$ cat src/rtl/pcap_pkg.sv
package pcap_pkg;
  localparam int MODE_W        = 16;
  localparam int MODE_TRIG_EN  = 0;
  localparam int MODE_EXT_CLK  = 1;
  localparam int MODE_EXT_FALL = 2;
  localparam int MODE_STREAM   = 12;

  typedef enum logic [1:0] {
    ST_IDLE,
    ST_PRE,
    ST_POST,
    ST_DONE
  } cap_state_e;
endpackage

$ cat src/rtl/pcap_depth_calc.sv
module pcap_depth_calc #(
  parameter int ADDR_W   = 14,
  parameter int CNT_W    = 32,
  parameter int UNIT     = 16,
  parameter int ALIGN    = 64,
  parameter int BUF_PCT  = 90,
  parameter int STRM_PCT = 10
) (
  input  logic [CNT_W-1:0]  units_i,
  input  logic [CNT_W-1:0]  pre_req_i,
  input  logic              stream_i,
  output logic [ADDR_W:0]   total_o,
  output logic [ADDR_W:0]   pre_o
);
  localparam int TW        = ADDR_W + 1;
  localparam int DEPTH     = 1 << ADDR_W;
  localparam int UNITS_MAX = DEPTH / UNIT;
  localparam int BUF_LIM   = ((DEPTH * BUF_PCT) / 100 / ALIGN) * ALIGN;
  localparam int STRM_LIM  = ((DEPTH * STRM_PCT) / 100 / ALIGN) * ALIGN;
  localparam logic [CNT_W-1:0] ALIGN_MASK = ~CNT_W'(ALIGN - 1);

  logic [CNT_W-1:0] units_eff, lim, p_cap, p_aln, p_flr;
  logic [TW-1:0]    room;

  always_comb begin
    units_eff = (units_i == '0) ? CNT_W'(1) : units_i;
    total_o   = (units_eff >= CNT_W'(UNITS_MAX)) ? TW'(DEPTH)
                                                 : TW'(units_eff * CNT_W'(UNIT));
    // cap, align down, floor, then keep one unit of post-trigger room
    lim   = stream_i ? CNT_W'(STRM_LIM) : CNT_W'(BUF_LIM);
    p_cap = (pre_req_i > lim) ? lim : pre_req_i;
    p_aln = p_cap & ALIGN_MASK;
    p_flr = (p_aln < CNT_W'(ALIGN)) ? CNT_W'(ALIGN) : p_aln;
    room  = total_o - TW'(UNIT);
    pre_o = (p_flr > CNT_W'(room)) ? room : TW'(p_flr);
  end
endmodule

$ cat src/rtl/pcap_strobe_gen.sv
module pcap_strobe_gen #(
  parameter int DIV_W  = 32,
  parameter int SYNC_N = 2
) (
  input  logic             clk_i,
  input  logic             rst_ni,
  input  logic             clr_i,
  input  logic             en_i,
  input  logic             ext_sel_i,
  input  logic             ext_fall_i,
  input  logic [DIV_W-1:0] div_i,
  input  logic             ext_clk_i,
  output logic             tick_o
);
  logic [DIV_W-1:0] cnt_q, last;
  logic [SYNC_N:0]  sync_q;
  logic             int_hit, ext_edge, cur, prev;

  assign last     = (div_i == '0) ? '0 : div_i - DIV_W'(1);
  assign int_hit  = (cnt_q == last);
  assign cur      = sync_q[SYNC_N-1];
  assign prev     = sync_q[SYNC_N];
  assign ext_edge = ext_fall_i ? (prev & ~cur) : (~prev & cur);
  assign tick_o   = en_i & (ext_sel_i ? ext_edge : int_hit);

  always_ff @(posedge clk_i or negedge rst_ni) begin
    if (!rst_ni) begin
      cnt_q  <= '0;
      sync_q <= '0;
    end else begin
      sync_q <= {sync_q[SYNC_N-1:0], ext_clk_i};
      if (clr_i || !en_i || int_hit) cnt_q <= '0;
      else                           cnt_q <= cnt_q + DIV_W'(1);
    end
  end
endmodule

$ cat src/rtl/pcap_sequencer.sv
module pcap_sequencer
  import pcap_pkg::*;
#(
  parameter int ADDR_W = 14,
  parameter int CH_W   = 16
) (
  input  logic              clk_i,
  input  logic              rst_ni,
  input  logic              arm_i,
  input  logic              tick_i,
  input  logic              trig_i,
  input  logic              trig_en_i,
  input  logic [CH_W-1:0]   sample_i,
  input  logic [ADDR_W:0]   total_i,
  input  logic [ADDR_W:0]   pre_i,
  output logic              run_o,
  output logic              strobe_o,
  output logic              wr_en_o,
  output logic [ADDR_W-1:0] wr_addr_o,
  output logic [CH_W-1:0]   wr_data_o,
  output logic              done_o,
  output logic              trig_seen_o,
  output logic [ADDR_W-1:0] trig_idx_o,
  output logic [ADDR_W:0]   total_o
);
  localparam int TW = ADDR_W + 1;

  cap_state_e    state_q;
  logic [TW-1:0] addr_q, fill_q, post_left_q, pre_q, total_q;
  logic          active, fire;

  assign active  = (state_q == ST_PRE) || (state_q == ST_POST);
  assign run_o   = active;
  assign total_o = total_q;
  assign fire    = (state_q == ST_PRE) && (fill_q == pre_q) && (trig_i || !trig_en_i);

  always_ff @(posedge clk_i or negedge rst_ni) begin
    if (!rst_ni) begin
      state_q     <= ST_IDLE;
      addr_q      <= '0;
      fill_q      <= '0;
      post_left_q <= '0;
      pre_q       <= '0;
      total_q     <= '0;
      strobe_o    <= 1'b0;
      wr_en_o     <= 1'b0;
      wr_addr_o   <= '0;
      wr_data_o   <= '0;
      done_o      <= 1'b0;
      trig_seen_o <= 1'b0;
      trig_idx_o  <= '0;
    end else begin
      strobe_o <= 1'b0;
      wr_en_o  <= 1'b0;
      if (arm_i) begin
        state_q     <= ST_PRE;
        addr_q      <= '0;
        fill_q      <= '0;
        post_left_q <= '0;
        pre_q       <= pre_i;
        total_q     <= total_i;
        done_o      <= 1'b0;
        trig_seen_o <= 1'b0;
        trig_idx_o  <= '0;
      end else if (tick_i && active) begin
        strobe_o  <= 1'b1;
        wr_en_o   <= 1'b1;
        wr_addr_o <= addr_q[ADDR_W-1:0];
        wr_data_o <= sample_i;
        addr_q    <= (addr_q == total_q - TW'(1)) ? '0 : addr_q + TW'(1);
        if (state_q == ST_PRE) begin
          if (fire) begin
            // trigger sample is the first of the post-trigger run
            trig_seen_o <= 1'b1;
            trig_idx_o  <= addr_q[ADDR_W-1:0];
            post_left_q <= total_q - pre_q - TW'(1);
            state_q     <= ST_POST;
          end else if (fill_q != pre_q) begin
            fill_q <= fill_q + TW'(1);
          end
        end else begin
          post_left_q <= post_left_q - TW'(1);
          if (post_left_q == TW'(1)) begin
            done_o  <= 1'b1;
            state_q <= ST_DONE;
          end
        end
      end
    end
  end
endmodule

$ cat src/rtl/pcap_ctrl.sv
module pcap_ctrl
  import pcap_pkg::*;
#(
  parameter int ADDR_W = 14,
  parameter int CH_W   = 16,
  parameter int DIV_W  = 32,
  parameter int CNT_W  = 32
) (
  input  logic              clk_i,
  input  logic              rst_ni,
  input  logic              arm_i,
  input  logic [MODE_W-1:0] mode_i,
  input  logic [DIV_W-1:0]  divider_i,
  input  logic [CNT_W-1:0]  len_units_i,
  input  logic [CNT_W-1:0]  pretrig_i,
  input  logic              trig_i,
  input  logic              ext_clk_i,
  input  logic [CH_W-1:0]   sample_i,
  output logic              strobe_o,
  output logic              wr_en_o,
  output logic [ADDR_W-1:0] wr_addr_o,
  output logic [CH_W-1:0]   wr_data_o,
  output logic              done_o,
  output logic              trig_seen_o,
  output logic [ADDR_W-1:0] trig_idx_o
);
  logic             trig_en_q, ext_q, fall_q, run, tick, mode_unused;
  logic [DIV_W-1:0] div_q;
  logic [ADDR_W:0]  calc_total, calc_pre, cap_total;

  assign mode_unused = ^mode_i;

  always_ff @(posedge clk_i or negedge rst_ni) begin
    if (!rst_ni) begin
      trig_en_q <= 1'b0;
      ext_q     <= 1'b0;
      fall_q    <= 1'b0;
      div_q     <= '0;
    end else if (arm_i) begin
      trig_en_q <= mode_i[MODE_TRIG_EN];
      ext_q     <= mode_i[MODE_EXT_CLK];
      fall_q    <= mode_i[MODE_EXT_FALL];
      div_q     <= divider_i;
    end
  end

  pcap_depth_calc #(.ADDR_W(ADDR_W), .CNT_W(CNT_W)) u_calc (
    .units_i  (len_units_i),
    .pre_req_i(pretrig_i),
    .stream_i (mode_i[MODE_STREAM]),
    .total_o  (calc_total),
    .pre_o    (calc_pre)
  );

  pcap_strobe_gen #(.DIV_W(DIV_W)) u_strobe (
    .clk_i     (clk_i),
    .rst_ni    (rst_ni),
    .clr_i     (arm_i),
    .en_i      (run),
    .ext_sel_i (ext_q),
    .ext_fall_i(fall_q),
    .div_i     (div_q),
    .ext_clk_i (ext_clk_i),
    .tick_o    (tick)
  );

  pcap_sequencer #(.ADDR_W(ADDR_W), .CH_W(CH_W)) u_seq (
    .clk_i      (clk_i),
    .rst_ni     (rst_ni),
    .arm_i      (arm_i),
    .tick_i     (tick),
    .trig_i     (trig_i),
    .trig_en_i  (trig_en_q),
    .sample_i   (sample_i),
    .total_i    (calc_total),
    .pre_i      (calc_pre),
    .run_o      (run),
    .strobe_o   (strobe_o),
    .wr_en_o    (wr_en_o),
    .wr_addr_o  (wr_addr_o),
    .wr_data_o  (wr_data_o),
    .done_o     (done_o),
    .trig_seen_o(trig_seen_o),
    .trig_idx_o (trig_idx_o),
    .total_o    (cap_total)
  );
endmodule

$ cat config.mk
export PLATFORM = sky130hd
export DESIGN_NAME = pcap_ctrl
export DESIGN_NICKNAME = d
export VERILOG_FILES = /design/src/rtl/pcap_pkg.sv /design/src/rtl/pcap_depth_calc.sv /design/src/rtl/pcap_strobe_gen.sv /design/src/rtl/pcap_sequencer.sv /design/src/rtl/pcap_ctrl.sv
export SDC_FILE = /design/constraint.sdc
export NUM_CORES = 1
export LEC_CHECK = 0
export BUFFER_PORTS_ARGS = -buffer_cell sky130_fd_sc_hd__buf_4
export CAP_MARGIN = 20
export CORE_MARGIN = 2
export CORE_UTILIZATION = 63
export DETAILED_ROUTE_END_ITERATION = 8
export PLACE_DENSITY = 0.9
export SLEW_MARGIN = 0
export SYNTH_ARGS = -nofsm -noshare
export SYNTH_HDL_FRONTEND = slang
export SYNTH_SLANG_ARGS = --single-unit
export TNS_END_PERCENT = 30
$ cat constraint.sdc
create_clock -name clk_i -period 9.5 [get_ports clk_i]
set_input_delay 1.425 -clock clk_i [delete_from_list [all_inputs] [get_ports clk_i]]
set_output_delay 1.425 -clock clk_i [all_outputs]
set_load 0.05 [all_outputs]
==> metrics.txt, run 1 <==
# TYPE chip_impl_metric gauge
chip_impl_info{name="status",value="complete, no violations"} 1
chip_impl_metric{name="antenna_found_initial",unit=""} 0
chip_impl_metric{name="cellLeakagePower",unit="nW"} 6.07
chip_impl_info{name="endpoint_kind",value="register"} 1
chip_impl_metric{name="cts-htree-levels",unit=""} 4
chip_impl_metric{name="synth.yosys.seq_area_share",unit="%"} 39.1
chip_impl_metric{name="clock_tree.buffer_depth",unit=""} 2
chip_impl_metric{name="finalMaxSlewViolations",unit=""} 0
chip_impl_metric{name="worstSetupPathDepth",unit=""} 13
chip_impl_metric{name="flow.area_growth_from_synthesis",unit="%"} 15.7
chip_impl_metric{name="number_of_enable_type_register_cells_in_the_synthesized_netlist",unit=""} 0
chip_impl_metric{name="ys_ff_latch",unit=""} 186
chip_impl_info{name="timing.rr.end",value="u_seq.wr_addr_o[11]"} 1
chip_impl_metric{name="numPlacedInstances",unit=""} 1624
chip_impl_info{name="critical_path.startpoint_type",value="register"} 1
chip_impl_metric{name="num_io_pins",unit=""} 181
chip_impl_metric{name="critical_path_peak_fanout",unit=""} 63
chip_impl_info{name="worst_min_delay_path_class",value="reg -> reg"} 1
chip_impl_metric{name="cpPeakStageDelay",unit="ps"} 820
chip_impl_metric{name="first_global_vias",unit=""} 10700
chip_impl_info{name="cp_cell_sequence",value="inv_1 -> ha_1 -> or4b_1 -> nor4_4 -> nand3_1 -> a211oi_1 -> a21oi_1 -> a2111oi_0 -> nand4_1 -> o41a_2 -> buf_4 -> nor2_4 -> mux2_2"} 1
chip_impl_metric{name="post_route_cells_drive_above_1_share",unit="%"} 21.4
chip_impl_metric{name="num-nets-final",unit=""} 1582
chip_impl_metric{name="grt_max_degree",unit=""} 120
chip_impl_metric{name="postCtsSetupRepairBufs",unit=""} 0
chip_impl_metric{name="residual_antenna_violating_net_count_after_detailed_routing",unit=""} 0
chip_impl_info{name="crit_start",value="div_q[0]"} 1
chip_impl_info{name="global_route.peak_usage_layer",value="met2"} 1
chip_impl_info{name="critical_path.reg2reg.startpoint",value="div_q[0]"} 1
chip_impl_metric{name="met3_usage",unit="%"} 5.70
chip_impl_metric{name="post_synthesis_average_cell_area",unit="sq um"} 9.14
chip_impl_metric{name="clock_latency",unit="ps"} 450
chip_impl_metric{name="r2r.worst_path.cells",unit=""} 13
chip_impl_info{name="timing.critical_path.slowest_stage_cell",value="nor2_4"} 1
chip_impl_info{name="synth.top_cells.by_area",value="dfrtp_1 39%, mux2_2 6.1%, ha_1 4.0%, nor2_1 3.9%, xor2_1 3.8%"} 1
chip_impl_info{name="yosys_most_used_dff",value="dfrtp_1"} 1
chip_impl_metric{name="post_synth_inst_count",unit=""} 1302
chip_impl_info{name="setup.worst_path.class",value="reg -> reg"} 1
chip_impl_metric{name="dp.final_hpwl",unit="mm"} 21.3
chip_impl_metric{name="floorplan.core_area",unit="sq um"} 18600
chip_impl_metric{name="period_share",unit="%"} 61.7
chip_impl_metric{name="synth_area",unit="sq um"} 11900
chip_impl_metric{name="timing.final.crit_period",unit="ps"} 5860
chip_impl_info{name="grt_setup_unrepaired",value="false"} 1
chip_impl_metric{name="first_iter_violations",unit=""} 1186
chip_impl_metric{name="maximum_capacitance_violations",unit=""} 0
chip_impl_metric{name="clkSlewWorstSetupHoldPaths",unit="ps"} 80
chip_impl_metric{name="synth_async_sr_flop_share",unit="%"} 100
chip_impl_metric{name="vias_per_cell",unit=""} 6.56
chip_impl_metric{name="synth_nets",unit=""} 1474
chip_impl_metric{name="postLayoutCellArea",unit="sq um"} 13800
chip_impl_metric{name="worst-endpoint-required",unit="ps"} 9830
chip_impl_metric{name="worstMarginPinSlew",unit="ps"} 1050
chip_impl_metric{name="placement.io_buffers",unit=""} 168
chip_impl_info{name="cts_tree",value="built"} 1
chip_impl_metric{name="std_cell_rows",unit=""} 50
chip_impl_metric{name="num_vias",unit=""} 10900
chip_impl_metric{name="chipWidth",unit="um"} 141
chip_impl_metric{name="setup_tns_final",unit="ps"} 0
chip_impl_metric{name="globalRouteMet1Util",unit="%"} 39.3
chip_impl_metric{name="synth_largest_type_area_fraction",unit="%"} 39.1
chip_impl_metric{name="clkSinkCount",unit=""} 186
chip_impl_metric{name="timing.fmax",unit="MHz"} 171
chip_impl_metric{name="final.fill_count",unit=""} 1289
chip_impl_metric{name="drt-pass1-iter-count",unit=""} 6
chip_impl_metric{name="holdBufCountCts",unit=""} 0
chip_impl_metric{name="globalplace.congestion",unit=""} 0.956
chip_impl_metric{name="worst_clock_skew",unit="ps"} 15.9
chip_impl_metric{name="combined_flip_flop_and_latch_cell_area",unit="sq um"} 4650
chip_impl_metric{name="reg2reg_setup_slack",unit="ps"} 3640
chip_impl_metric{name="cts-resized-gates",unit=""} 0
chip_impl_metric{name="grt_pass1_wl",unit="mm"} 51.7
chip_impl_metric{name="peakVddDrop",unit="mV"} 0.167
chip_impl_metric{name="initial_utilization",unit="%"} 63.9
chip_impl_metric{name="post-route-drc-count",unit=""} 0
chip_impl_info{name="timing.critical_path.to",value="u_seq.wr_addr_o[11]"} 1
chip_impl_metric{name="ys_types",unit=""} 83
chip_impl_metric{name="finalSetupViolCount",unit=""} 0
chip_impl_metric{name="yosys_warnings",unit=""} 0
chip_impl_info{name="layout_common_cells",value="186 x dfrtp_1, 175 x buf_4, 124 x nor2_1"} 1
chip_impl_info{name="path_delay_family",value="simple AND/OR/NAND/NOR gates"} 1
chip_impl_metric{name="cts_made_buffers",unit=""} 17
chip_impl_info{name="synth_top_cell_by_area",value="dfrtp_1"} 1
chip_impl_metric{name="total_power",unit="mW"} 2.07
chip_impl_metric{name="timing.hold.ws",unit="ps"} 353
chip_impl_metric{name="overflow",unit=""} 0
chip_impl_metric{name="cell_area_reported_after_detailed_placement",unit="sq um"} 13100
chip_impl_metric{name="track_usage",unit="%"} 31.6
chip_impl_metric{name="worst_slew_margin_rel",unit="%"} 30.1
chip_impl_metric{name="multiInputGateArea",unit="sq um"} 6660
chip_impl_info{name="final_common_cell",value="dfrtp_1"} 1
chip_impl_metric{name="antennaDiodeCount",unit=""} 0
chip_impl_metric{name="floorplan.die.height",unit="um"} 141
chip_impl_metric{name="groute.layer.met2.usage",unit="%"} 53.1
chip_impl_metric{name="wl_per_cell",unit="um"} 18.8
chip_impl_metric{name="final-hold-violation-count",unit=""} 0
chip_impl_metric{name="routed_wl",unit="mm"} 31.1
chip_impl_info{name="root_buffer",value="clkbuf_16"} 1
chip_impl_metric{name="power_density",unit="nW/um^2"} 150
chip_impl_metric{name="number_of_standard_cells_in_the_final_layout_excluding_fillers",unit=""} 1657
chip_impl_metric{name="arrival_time_of_the_worst_setup_path",unit="ps"} 6190
chip_impl_metric{name="design.die.area",unit="sq um"} 20000
chip_impl_metric{name="path_buf_inv",unit=""} 2
==> state kept, by name (all words and copies together) (netlist names), 2 cells and up <==
register and cells:
u_strobe.cnt_q 32, u_seq.trig_idx_o 14, div_q 32, u_seq.addr_q 15, u_strobe.sync_q 3, u_seq.state_q 2
u_seq.wr_data_o 16, u_seq.pre_q 11, u_seq.fill_q 15, u_seq.wr_addr_o 14, u_seq.post_left_q 15, u_seq.total_o 11
==> cell usage after synthesis, types with 5 or more instances <==
cell type    n
a21boi_0     5
a31o_2       8
o21ai_0     51
inv_1       58
mux2i_1      6
mux2_2      65
or3_1       17
xnor2_1     49
a32o_1       6
and2_1       8
nand2b_1    11
nand3_1     46
a31oi_1     10
a31o_1       8
buf_4        6
a21oi_1     59
xor2_1      52
o211ai_1     6
buf_1        7
and3_1      19
nor4_1      41
nand4_1     31
o31ai_1     16
o21a_1       6
or2_2        9
nor3_1      52
ha_1        38
a211oi_1    10
buf_6        5
o311ai_0    17
nor2_1     124
dfrtp_1    186
clkbuf_1    66
a21o_1      15
nand2_1     77
or4_1       10
nor2b_1     11
==> how the worst min path moves through the flow <==
stage	startpoint	endpoint	slack [ps]	cells past startpoint
after detailed placement	u_strobe.sync_q[0]	u_strobe.sync_q[1]	330	0
after global routing	u_strobe.sync_q[0]	u_strobe.sync_q[1]	370	0
final	u_strobe.sync_q[0]	u_strobe.sync_q[1]	350	0
after global placement	u_strobe.sync_q[0]	u_strobe.sync_q[1]	330	0
after floorplan	u_strobe.sync_q[0]	u_strobe.sync_q[1]	330	0
after CTS	u_strobe.sync_q[0]	u_strobe.sync_q[1]	350	0
==> where the power goes <==
| part | switching [mW] | leakage, nW | total [mW] | internal [mW] |
|---|---|---|---|---|
| sequential | 0.0568 | 2.43 | 0.900 | 0.843 |
| clock | 0.362 | 0.296 | 0.724 | 0.363 |
| combinational | 0.276 | 3.35 | 0.448 | 0.172 |
==> logic make-up (layout without fill, tap and decap cells) <==
group                    Yosys count  in the layout  share of synthesized area [%]
AND/OR/NAND/NOR                  482            482                           21.0
AO/OA/AOI/OAI                    271            271                           16.0
flip-flops                       186            186                           39.1
buffers and inverters            146            267                           5.14
XOR/XNOR                         102            102                           7.63
multiplexers                      75             75                           7.03
adder cells (fa/ha/maj)           39             39                           4.16
other                              1              1                         0.0315
==> worst register-to-register path, stage by stage, from the launching register on <==
cell,delay (ps)
dfrtp_1,470
inv_1,140
ha_1,240
or4b_1,620
nor4_4,360
nand3_1,530
a211oi_1,390
a21oi_1,80
a2111oi_0,440
nand4_1,350
o41a_2,550
buf_4,320
nor2_4,840
mux2_2,420
==> area by class of cell <==
cell class | count | area share (%)
Multi-Input combinational cell | 970 | 48.4
Sequential cell | 186 | 33.8
Timing Repair Buffer | 176 | 9.64
Clock buffer | 18 | 3.19
Tap cell | 234 | 2.13
Inverter | 59 | 1.61
Clock inverter | 14 | 1.27
==> metal layers <==
metal	share of wire, %	wire (um)	vias up
li1	-	-	4957
met1	39	12200	5207
met2	50	15500	573
met3	6.6	2060	138
met4	4.3	1330	0
met5	0	0	-
==> per-stage QoR <==
step           utilization, %  worst slack (ps)
2_1_floorplan               -              3970
3_3_place_gp             70.5              3480
3_5_place_dp             70.5              3330
4_1_cts                  73.8              3790
5_1_grt                  73.9              3260
6_report                 73.9              3640
(Power assumes the default switching activity.)
==> run 2, diff against run 1 <==
--- a/config.mk
+++ b/config.mk
@@ -8,9 +8,9 @@
 export BUFFER_PORTS_ARGS = -buffer_cell sky130_fd_sc_hd__buf_4
 export CAP_MARGIN = 20
 export CORE_MARGIN = 2
-export CORE_UTILIZATION = 63
+export CORE_UTILIZATION = 58
 export DETAILED_ROUTE_END_ITERATION = 8
-export PLACE_DENSITY = 0.9
+export PLACE_DENSITY = 0.84
 export SLEW_MARGIN = 0
 export SYNTH_ARGS = -nofsm -noshare
 export SYNTH_HDL_FRONTEND = slang
==> constraint.sdc (replaced) <==
create_clock -name clk_i -period 5.8 [get_ports clk_i]
set_input_delay 0.87 -clock clk_i [delete_from_list [all_inputs] [get_ports clk_i]]
set_output_delay 0.87 -clock clk_i [all_outputs]
set_load 0.05 [all_outputs]
==> run 2 against run 1 <==
Against the previous run: cell area is 0.90% higher; setup slack got worse by 3000 ps; largest power group unchanged; non-clock buffer count increased by 7; combinational power increased by 64%; sequential power up 63%.
==> metrics.txt, run 2 (synthesis gave the netlist of run 1 again) <==
# TYPE chip_impl_metric gauge
chip_impl_metric{name="first_iter_violations",unit=""} 837
chip_impl_metric{name="worst_clock_skew",unit="ps"} 17.3
chip_impl_metric{name="clock_latency",unit="ps"} 450
chip_impl_metric{name="grt_max_degree",unit=""} 129
chip_impl_metric{name="cts-resized-gates",unit=""} 0
chip_impl_metric{name="worst_slew_margin_rel",unit="%"} 29.5
chip_impl_metric{name="residual_antenna_violating_net_count_after_detailed_routing",unit=""} 0
chip_impl_metric{name="antennaDiodeCount",unit=""} 0
chip_impl_metric{name="netSwitchingFraction",unit="%"} 33.5
chip_impl_metric{name="timing.fmax",unit="MHz"} 195
chip_impl_metric{name="vias_per_cell",unit=""} 6.19
chip_impl_metric{name="final-hold-violation-count",unit=""} 0
chip_impl_info{name="worst_min_delay_path_class",value="in -> async"} 1
chip_impl_metric{name="num_vias",unit=""} 10500
chip_impl_info{name="endpoint_kind",value="register"} 1
chip_impl_metric{name="period_share",unit="%"} 88.5
chip_impl_metric{name="total_power",unit="mW"} 3.41
chip_impl_metric{name="worst-endpoint-required",unit="ps"} 6140
chip_impl_metric{name="power_switching",unit="mW"} 1.14
chip_impl_metric{name="holdBufCountCts",unit=""} 0
chip_impl_metric{name="initial_utilization",unit="%"} 59.0
chip_impl_metric{name="numPlacedInstances",unit=""} 1667
chip_impl_metric{name="flow.area_growth_from_synthesis",unit="%"} 16.7
chip_impl_metric{name="num-nets-final",unit=""} 1589
chip_impl_metric{name="timing.final.crit_period",unit="ps"} 5130
chip_impl_metric{name="cell_area_reported_after_detailed_placement",unit="sq um"} 13300
chip_impl_metric{name="postLayoutSetupSlackWorst",unit="ps"} 665
chip_impl_info{name="critical_path.startpoint_type",value="register"} 1
chip_impl_metric{name="clock_tree.buffer_depth",unit=""} 2
chip_impl_metric{name="post_route_cells_drive_above_1_share",unit="%"} 21.7
chip_impl_metric{name="cell_internal_pwr",unit="mW"} 2.26
chip_impl_metric{name="num_io_pins",unit=""} 181
chip_impl_metric{name="cts_made_buffers",unit=""} 17
chip_impl_info{name="layout_top_registers",value="div_q: 32 flops, u_strobe.cnt_q: 32 flops, u_seq.wr_data_o: 16 flops"} 1
chip_impl_info{name="status",value="complete, no violations"} 1
chip_impl_metric{name="r2r.worst_path.cells",unit=""} 13
chip_impl_info{name="setup.worst_path.class",value="reg -> reg"} 1
chip_impl_metric{name="finalSetupViolCount",unit=""} 0
chip_impl_metric{name="number_of_standard_cells_in_the_final_layout_excluding_fillers",unit=""} 1700
chip_impl_info{name="final_common_cell",value="dfrtp_1"} 1
chip_impl_metric{name="power_density",unit="nW/um^2"} 245
chip_impl_info{name="highest-signal-layer",value="met4"} 1
chip_impl_metric{name="m1WireLength",unit="mm"} 12.5
chip_impl_metric{name="track_usage",unit="%"} 28.7
chip_impl_metric{name="maximum_capacitance_violations",unit=""} 0
chip_impl_metric{name="final.fill_count",unit=""} 1575
chip_impl_metric{name="cellLeakagePower",unit="nW"} 6.12
chip_impl_metric{name="drt-pass1-iter-count",unit=""} 5
chip_impl_metric{name="first_global_vias",unit=""} 10400
chip_impl_metric{name="worstMarginPinSlew",unit="ps"} 1050
chip_impl_metric{name="clkSlewWorstSetupHoldPaths",unit="ps"} 80
chip_impl_metric{name="detailedPlace.worstSlack",unit="ps"} 582
chip_impl_metric{name="placement.io_buffers",unit=""} 168
chip_impl_metric{name="critical_path_peak_fanout",unit=""} 28
chip_impl_metric{name="floorplan.die.height",unit="um"} 147
chip_impl_metric{name="postCtsSetupRepairBufs",unit=""} 0
chip_impl_metric{name="postLayoutCellArea",unit="sq um"} 13900
chip_impl_info{name="cts_tree",value="built"} 1
chip_impl_metric{name="routed_wl",unit="mm"} 30.6
chip_impl_metric{name="peakVddDrop",unit="mV"} 0.219
chip_impl_metric{name="detailroute.wirelength.met2",unit="mm"} 15.5
chip_impl_metric{name="arrival_time_of_the_worst_setup_path",unit="ps"} 5470
chip_impl_metric{name="std_cell_rows",unit=""} 52
chip_impl_metric{name="clkSinkCount",unit=""} 186
chip_impl_metric{name="finalMaxSlewViolations",unit=""} 0
chip_impl_metric{name="design.die.area",unit="sq um"} 21700
chip_impl_metric{name="globalplace.congestion",unit=""} 0.930
chip_impl_metric{name="dp.final_hpwl",unit="mm"} 21.7
chip_impl_metric{name="overflow",unit=""} 0
chip_impl_metric{name="setup_tns_final",unit="ps"} 0
chip_impl_info{name="root_buffer",value="clkbuf_16"} 1
chip_impl_metric{name="post-route-drc-count",unit=""} 0
chip_impl_info{name="layout_common_cells",value="186 x dfrtp_1, 180 x buf_4, 124 x nor2_1"} 1
chip_impl_metric{name="chipWidth",unit="um"} 147
chip_impl_metric{name="antenna_found_initial",unit=""} 0
chip_impl_metric{name="floorplan.core_area",unit="sq um"} 20200
chip_impl_metric{name="wl_per_cell",unit="um"} 18.0
chip_impl_metric{name="grt_pass1_wl",unit="mm"} 51.0
chip_impl_metric{name="met3_length",unit="mm"} 1.65
chip_impl_info{name="grt_setup_unrepaired",value="false"} 1
chip_impl_metric{name="power_frac_comb",unit="%"} 21.6
chip_impl_metric{name="cts-htree-levels",unit=""} 4
chip_impl_metric{name="p_clk_share",unit="%"} 35.1
chip_impl_metric{name="p_seq_share",unit="%"} 43.2
==> run 2: cell types whose count changed in the layout (fill, tap and decap cells not counted) <==
cell | previous run | this run
clkinvlp_4 | 0 | 1
clkinv_8 | 7 | 5
buf_4 | 175 | 180
buf_16 | 0 | 1
inv_8 | 0 | 4
inv_6 | 6 | 4
buf_12 | 0 | 1
clkinv_4 | 1 | 0
==> run 2: worst max-delay path, stage by stage, from the launching register on <==
cell	delay [ps]
dfrtp_1	450
inv_1	130
ha_1	230
or4b_1	600
nor4_4	350
nand3_1	240
buf_4	250
or3_1	320
o41a_1	120
a311oi_1	260
nand4_1	290
o41a_2	800
or2_1	580
mux2_1	420
==> run 2: cell type report <==
| cell class | count | area (sq um) | share of cell area (%) |
|---|---|---|---|
| multi-input cells | 970 | 6660 | 47.9 |
| flip-flops and latches | 186 | 4650 | 33.5 |
| repair buffers | 183 | 1410 | 10.2 |
| clock buffers | 18 | 439 | 3.16 |
| well taps | 270 | 338 | 2.43 |
| inverters | 59 | 221 | 1.59 |
| clock inverters | 14 | 169 | 1.22 |
==> run 2: path summary, 6_finish.rpt <==
check                                   startpoint  slack, ps                   to
worst max-delay path                      div_q[0]        670  u_seq.trig_idx_o[5]
worst min-delay path                        rst_ni        280   u_strobe.cnt_q[24]
worst max register to register            div_q[0]        670  u_seq.trig_idx_o[5]
worst min register to register  u_strobe.sync_q[0]        360   u_strobe.sync_q[1]
max in group asynchronous                   rst_ni       3980             div_q[7]
min in group clk_i              u_strobe.sync_q[0]        360   u_strobe.sync_q[1]
==> run 2: per-layer routing <==
metal  vias up  global-route usage, %
met1      5064                   36.1
met2       397                   49.0
met5         -                      0
met4         0                   12.0
met3        83                   4.97
li1       4986                      -
==> run 2: power by group through the flow <==
stage	sequential, mW	combinational, mW	clock, mW
after floorplan	1.60	0.359	0
after global placement	1.49	0.710	0
after detailed placement	1.50	0.729	0
after CTS	1.47	0.733	1.20
after global routing	1.49	0.795	1.26
final	1.47	0.736	1.20
==> run 2: through the flow <==
stage / util (%) / hold WS [ps]
finish: 68.9 / 283
global placement: 65.7 / 336
CTS: 68.8 / 361
floorplan: - / 331
global route: 68.9 / 278
detailed placement: 65.7 / 344
==> run 3, diff against run 2 <==
--- a/config.mk
+++ b/config.mk
@@ -5,12 +5,13 @@
 export SDC_FILE = /design/constraint.sdc
 export NUM_CORES = 1
 export LEC_CHECK = 0
+export ABC_CLOCK_PERIOD_IN_PS = 6200
 export BUFFER_PORTS_ARGS = -buffer_cell sky130_fd_sc_hd__buf_4
 export CAP_MARGIN = 20
 export CORE_MARGIN = 2
-export CORE_UTILIZATION = 58
+export CORE_UTILIZATION = 63
 export DETAILED_ROUTE_END_ITERATION = 8
-export PLACE_DENSITY = 0.84
+export PLACE_DENSITY = 0.9
 export SLEW_MARGIN = 0
 export SYNTH_ARGS = -nofsm -noshare
 export SYNTH_HDL_FRONTEND = slang
==> constraint.sdc (replaced) <==
create_clock -name clk_i -period 6.2 [get_ports clk_i]
set_input_delay 0.93 -clock clk_i [delete_from_list [all_inputs] [get_ports clk_i]]
set_output_delay 0.93 -clock clk_i [all_outputs]
set_load 0.05 [all_outputs]
==> run 3 against run 2 <==
Against the previous run: setup slack better by 69 ps; cell area down 0.65%; largest cell class unchanged; highest routed layer unchanged; wire length up 2.3%; critical path type unchanged.
==> metrics.txt, run 3 (synthesis gave the netlist of run 1 again) <==
# TYPE chip_impl_metric gauge
chip_impl_metric{name="routed_wl",unit="mm"} 31.3
chip_impl_metric{name="num_vias",unit=""} 10800
chip_impl_metric{name="globalRouteMet1Util",unit="%"} 39.1
chip_impl_metric{name="num-nets-final",unit=""} 1586
chip_impl_metric{name="groute.layer.met2.usage",unit="%"} 53.3
chip_impl_metric{name="antennaDiodeCount",unit=""} 0
chip_impl_metric{name="floorplan.core_area",unit="sq um"} 18600
chip_impl_metric{name="arrival_time_of_the_worst_setup_path",unit="ps"} 5800
chip_impl_metric{name="cts-htree-levels",unit=""} 4
chip_impl_metric{name="worst-endpoint-required",unit="ps"} 6530
chip_impl_metric{name="placement.io_buffers",unit=""} 168
chip_impl_metric{name="setup_tns_final",unit="ps"} 0
chip_impl_metric{name="design.die.area",unit="sq um"} 20000
chip_impl_metric{name="drt-pass1-iter-count",unit=""} 8
chip_impl_metric{name="met3_usage",unit="%"} 4.69
chip_impl_metric{name="reg2reg_setup_slack",unit="ps"} 730
chip_impl_metric{name="track_usage",unit="%"} 31.0
chip_impl_metric{name="grt_max_degree",unit=""} 83
chip_impl_metric{name="worst_clock_skew",unit="ps"} 15.2
chip_impl_metric{name="chipWidth",unit="um"} 141
chip_impl_metric{name="vias_per_cell",unit=""} 6.52
chip_impl_metric{name="holdBufCountCts",unit=""} 0
chip_impl_info{name="worst_min_delay_path_class",value="reg -> reg"} 1
chip_impl_metric{name="clkSlewWorstSetupHoldPaths",unit="ps"} 80
chip_impl_metric{name="globalplace.congestion",unit=""} 0.944
chip_impl_metric{name="period_share",unit="%"} 88.2
chip_impl_metric{name="clock_latency",unit="ps"} 440
chip_impl_metric{name="flow.area_growth_from_synthesis",unit="%"} 16.0
chip_impl_metric{name="first_global_vias",unit=""} 10300
chip_impl_metric{name="post_route_cells_drive_above_1_share",unit="%"} 21.5
chip_impl_metric{name="finalMaxSlewViolations",unit=""} 0
chip_impl_metric{name="grt_pass1_wl",unit="mm"} 50.5
chip_impl_metric{name="num_io_pins",unit=""} 181
chip_impl_info{name="timing.rr.end",value="u_seq.wr_addr_o[12]"} 1
chip_impl_metric{name="wl_per_cell",unit="um"} 18.8
chip_impl_info{name="setup.worst_path.class",value="reg -> reg"} 1
chip_impl_metric{name="antenna_found_initial",unit=""} 0
chip_impl_metric{name="residual_antenna_violating_net_count_after_detailed_routing",unit=""} 0
chip_impl_metric{name="worst_slew_margin_rel",unit="%"} 25.8
chip_impl_info{name="grt_setup_unrepaired",value="false"} 1
chip_impl_metric{name="post-route-drc-count",unit=""} 0
chip_impl_info{name="root_buffer",value="clkbuf_16"} 1
chip_impl_metric{name="clkSinkCount",unit=""} 186
chip_impl_metric{name="maximum_capacitance_violations",unit=""} 0
chip_impl_info{name="cts_tree",value="built"} 1
chip_impl_info{name="timing.critical_path.slowest_stage_cell",value="nor2_4"} 1
chip_impl_info{name="critical_path.startpoint_type",value="register"} 1
chip_impl_info{name="layout_common_cells",value="186 x dfrtp_1, 177 x buf_4, 124 x nor2_1"} 1
chip_impl_metric{name="first_iter_violations",unit=""} 1094
chip_impl_metric{name="clock_tree.buffer_depth",unit=""} 2
chip_impl_metric{name="cts_made_buffers",unit=""} 17
chip_impl_metric{name="postCtsSetupRepairBufs",unit=""} 0
chip_impl_metric{name="overflow",unit=""} 0
chip_impl_metric{name="cpPeakStageDelay",unit="ps"} 760
chip_impl_metric{name="std_cell_rows",unit=""} 50
chip_impl_metric{name="min_delay_path_depth",unit=""} 0
chip_impl_info{name="endpoint_kind",value="register"} 1
chip_impl_info{name="worst_hold_start",value="u_strobe.sync_q[0]"} 1
chip_impl_metric{name="finalSetupViolCount",unit=""} 0
chip_impl_info{name="layout_top_registers",value="div_q: 32 flops, u_strobe.cnt_q: 32 flops, u_seq.wr_data_o: 16 flops"} 1
chip_impl_metric{name="worstMarginPinSlew",unit="ps"} 1110
chip_impl_info{name="critical_path.reg2reg.startpoint",value="div_q[0]"} 1
chip_impl_metric{name="floorplan.die.height",unit="um"} 141
chip_impl_metric{name="power_density",unit="nW/um^2"} 228
chip_impl_metric{name="timing.fmax",unit="MHz"} 183
chip_impl_metric{name="peakVddDrop",unit="mV"} 0.226
chip_impl_metric{name="critical_path_peak_fanout",unit=""} 32
chip_impl_metric{name="r2r.worst_path.cells",unit=""} 12
chip_impl_metric{name="initial_utilization",unit="%"} 63.9
chip_impl_info{name="cp_cell_sequence",value="inv_1 -> ha_1 -> or4b_1 -> nor4_4 -> and3_1 -> a31oi_1 -> or4_1 -> a2111oi_2 -> nand4_1 -> o41a_2 -> nor2_4 -> mux2_2"} 1
chip_impl_metric{name="cellLeakagePower",unit="nW"} 6.09
chip_impl_info{name="status",value="complete, no violations"} 1
chip_impl_info{name="global_route.peak_usage_layer",value="met2"} 1
chip_impl_metric{name="timing.final.crit_period",unit="ps"} 5470
chip_impl_metric{name="timing.hold.ws",unit="ps"} 372
chip_impl_metric{name="dp.final_hpwl",unit="mm"} 21.9
chip_impl_info{name="final_common_cell",value="dfrtp_1"} 1
chip_impl_info{name="hold_path_end",value="u_strobe.sync_q[1]"} 1
chip_impl_metric{name="final-hold-violation-count",unit=""} 0
chip_impl_metric{name="cts-resized-gates",unit=""} 0
## run 3: area by class of cell
cell class | instances | area [sq um]
clock buffers | 18 | 429
clock inverters | 14 | 156
fillers | 1280 | 4840
inverters | 59 | 221
multi-input cells | 970 | 6660
flip-flops and latches | 186 | 4650
well taps | 234 | 293
repair buffers | 180 | 1390
## run 3: power by group
part | leakage [nW] | switching (mW) | internal, mW
logic | 3.38 | 0.425 | 0.270
registers | 2.43 | 0.0870 | 1.29
clock network | 0.281 | 0.539 | 0.540
total | 6.09 | 1.05 | 2.10
## run 3: critical path, delay by kind of cell, from the launching register on
| family | cells | cell delay [ps] |
|---|---|---|
| adders and majority gates | 1 | 220 |
| buffers and inverters | 1 | 140 |
| muxes | 1 | 420 |
| and+or+nand+nor | 6 | 2900 |
| DFF | 1 | 470 |
| AOI/OAI and AO/OA | 3 | 1190 |
## run 3: per-layer routing
metal | up-vias | share of wire, % | routed length (um)
met3 | 85 | 6.5 | 2020
met2 | 520 | 51 | 15900
met4 | 0 | 2.9 | 919
met5 | - | 0 | 0
met1 | 5258 | 40 | 12500
li1 | 4961 | - | -
## run 3: how the worst max path moves through the flow
stage,from,endpoint,depth (start not counted)
2_1_floorplan,len_units_i[10],u_seq.pre_q[10],19
4_1_cts,div_q[0],u_seq.wr_data_o[11],12
3_5_place_dp,div_q[0],u_seq.wr_data_o[9],12
5_1_grt,div_q[0],u_seq.wr_addr_o[12],12
3_3_place_gp,div_q[0],u_seq.wr_addr_o[11],12
6_report,div_q[0],u_seq.wr_addr_o[12],12
## run 3: stage by stage
step | area [sq um] | setup WS [ps] | utilization, % | power (mW) | instances
floorplan | 11900 | 1170 | - | 1.84 | 1302
global placement | 13200 | 938 | 70.8 | 2.06 | 1628
detailed placement | 13200 | 860 | 70.8 | 2.08 | 1628
CTS | 13800 | 771 | 73.9 | 3.15 | 1660
global route | 13800 | 468 | 74.0 | 3.27 | 1661
finish | 13800 | 734 | 74.0 | 3.15 | 1661
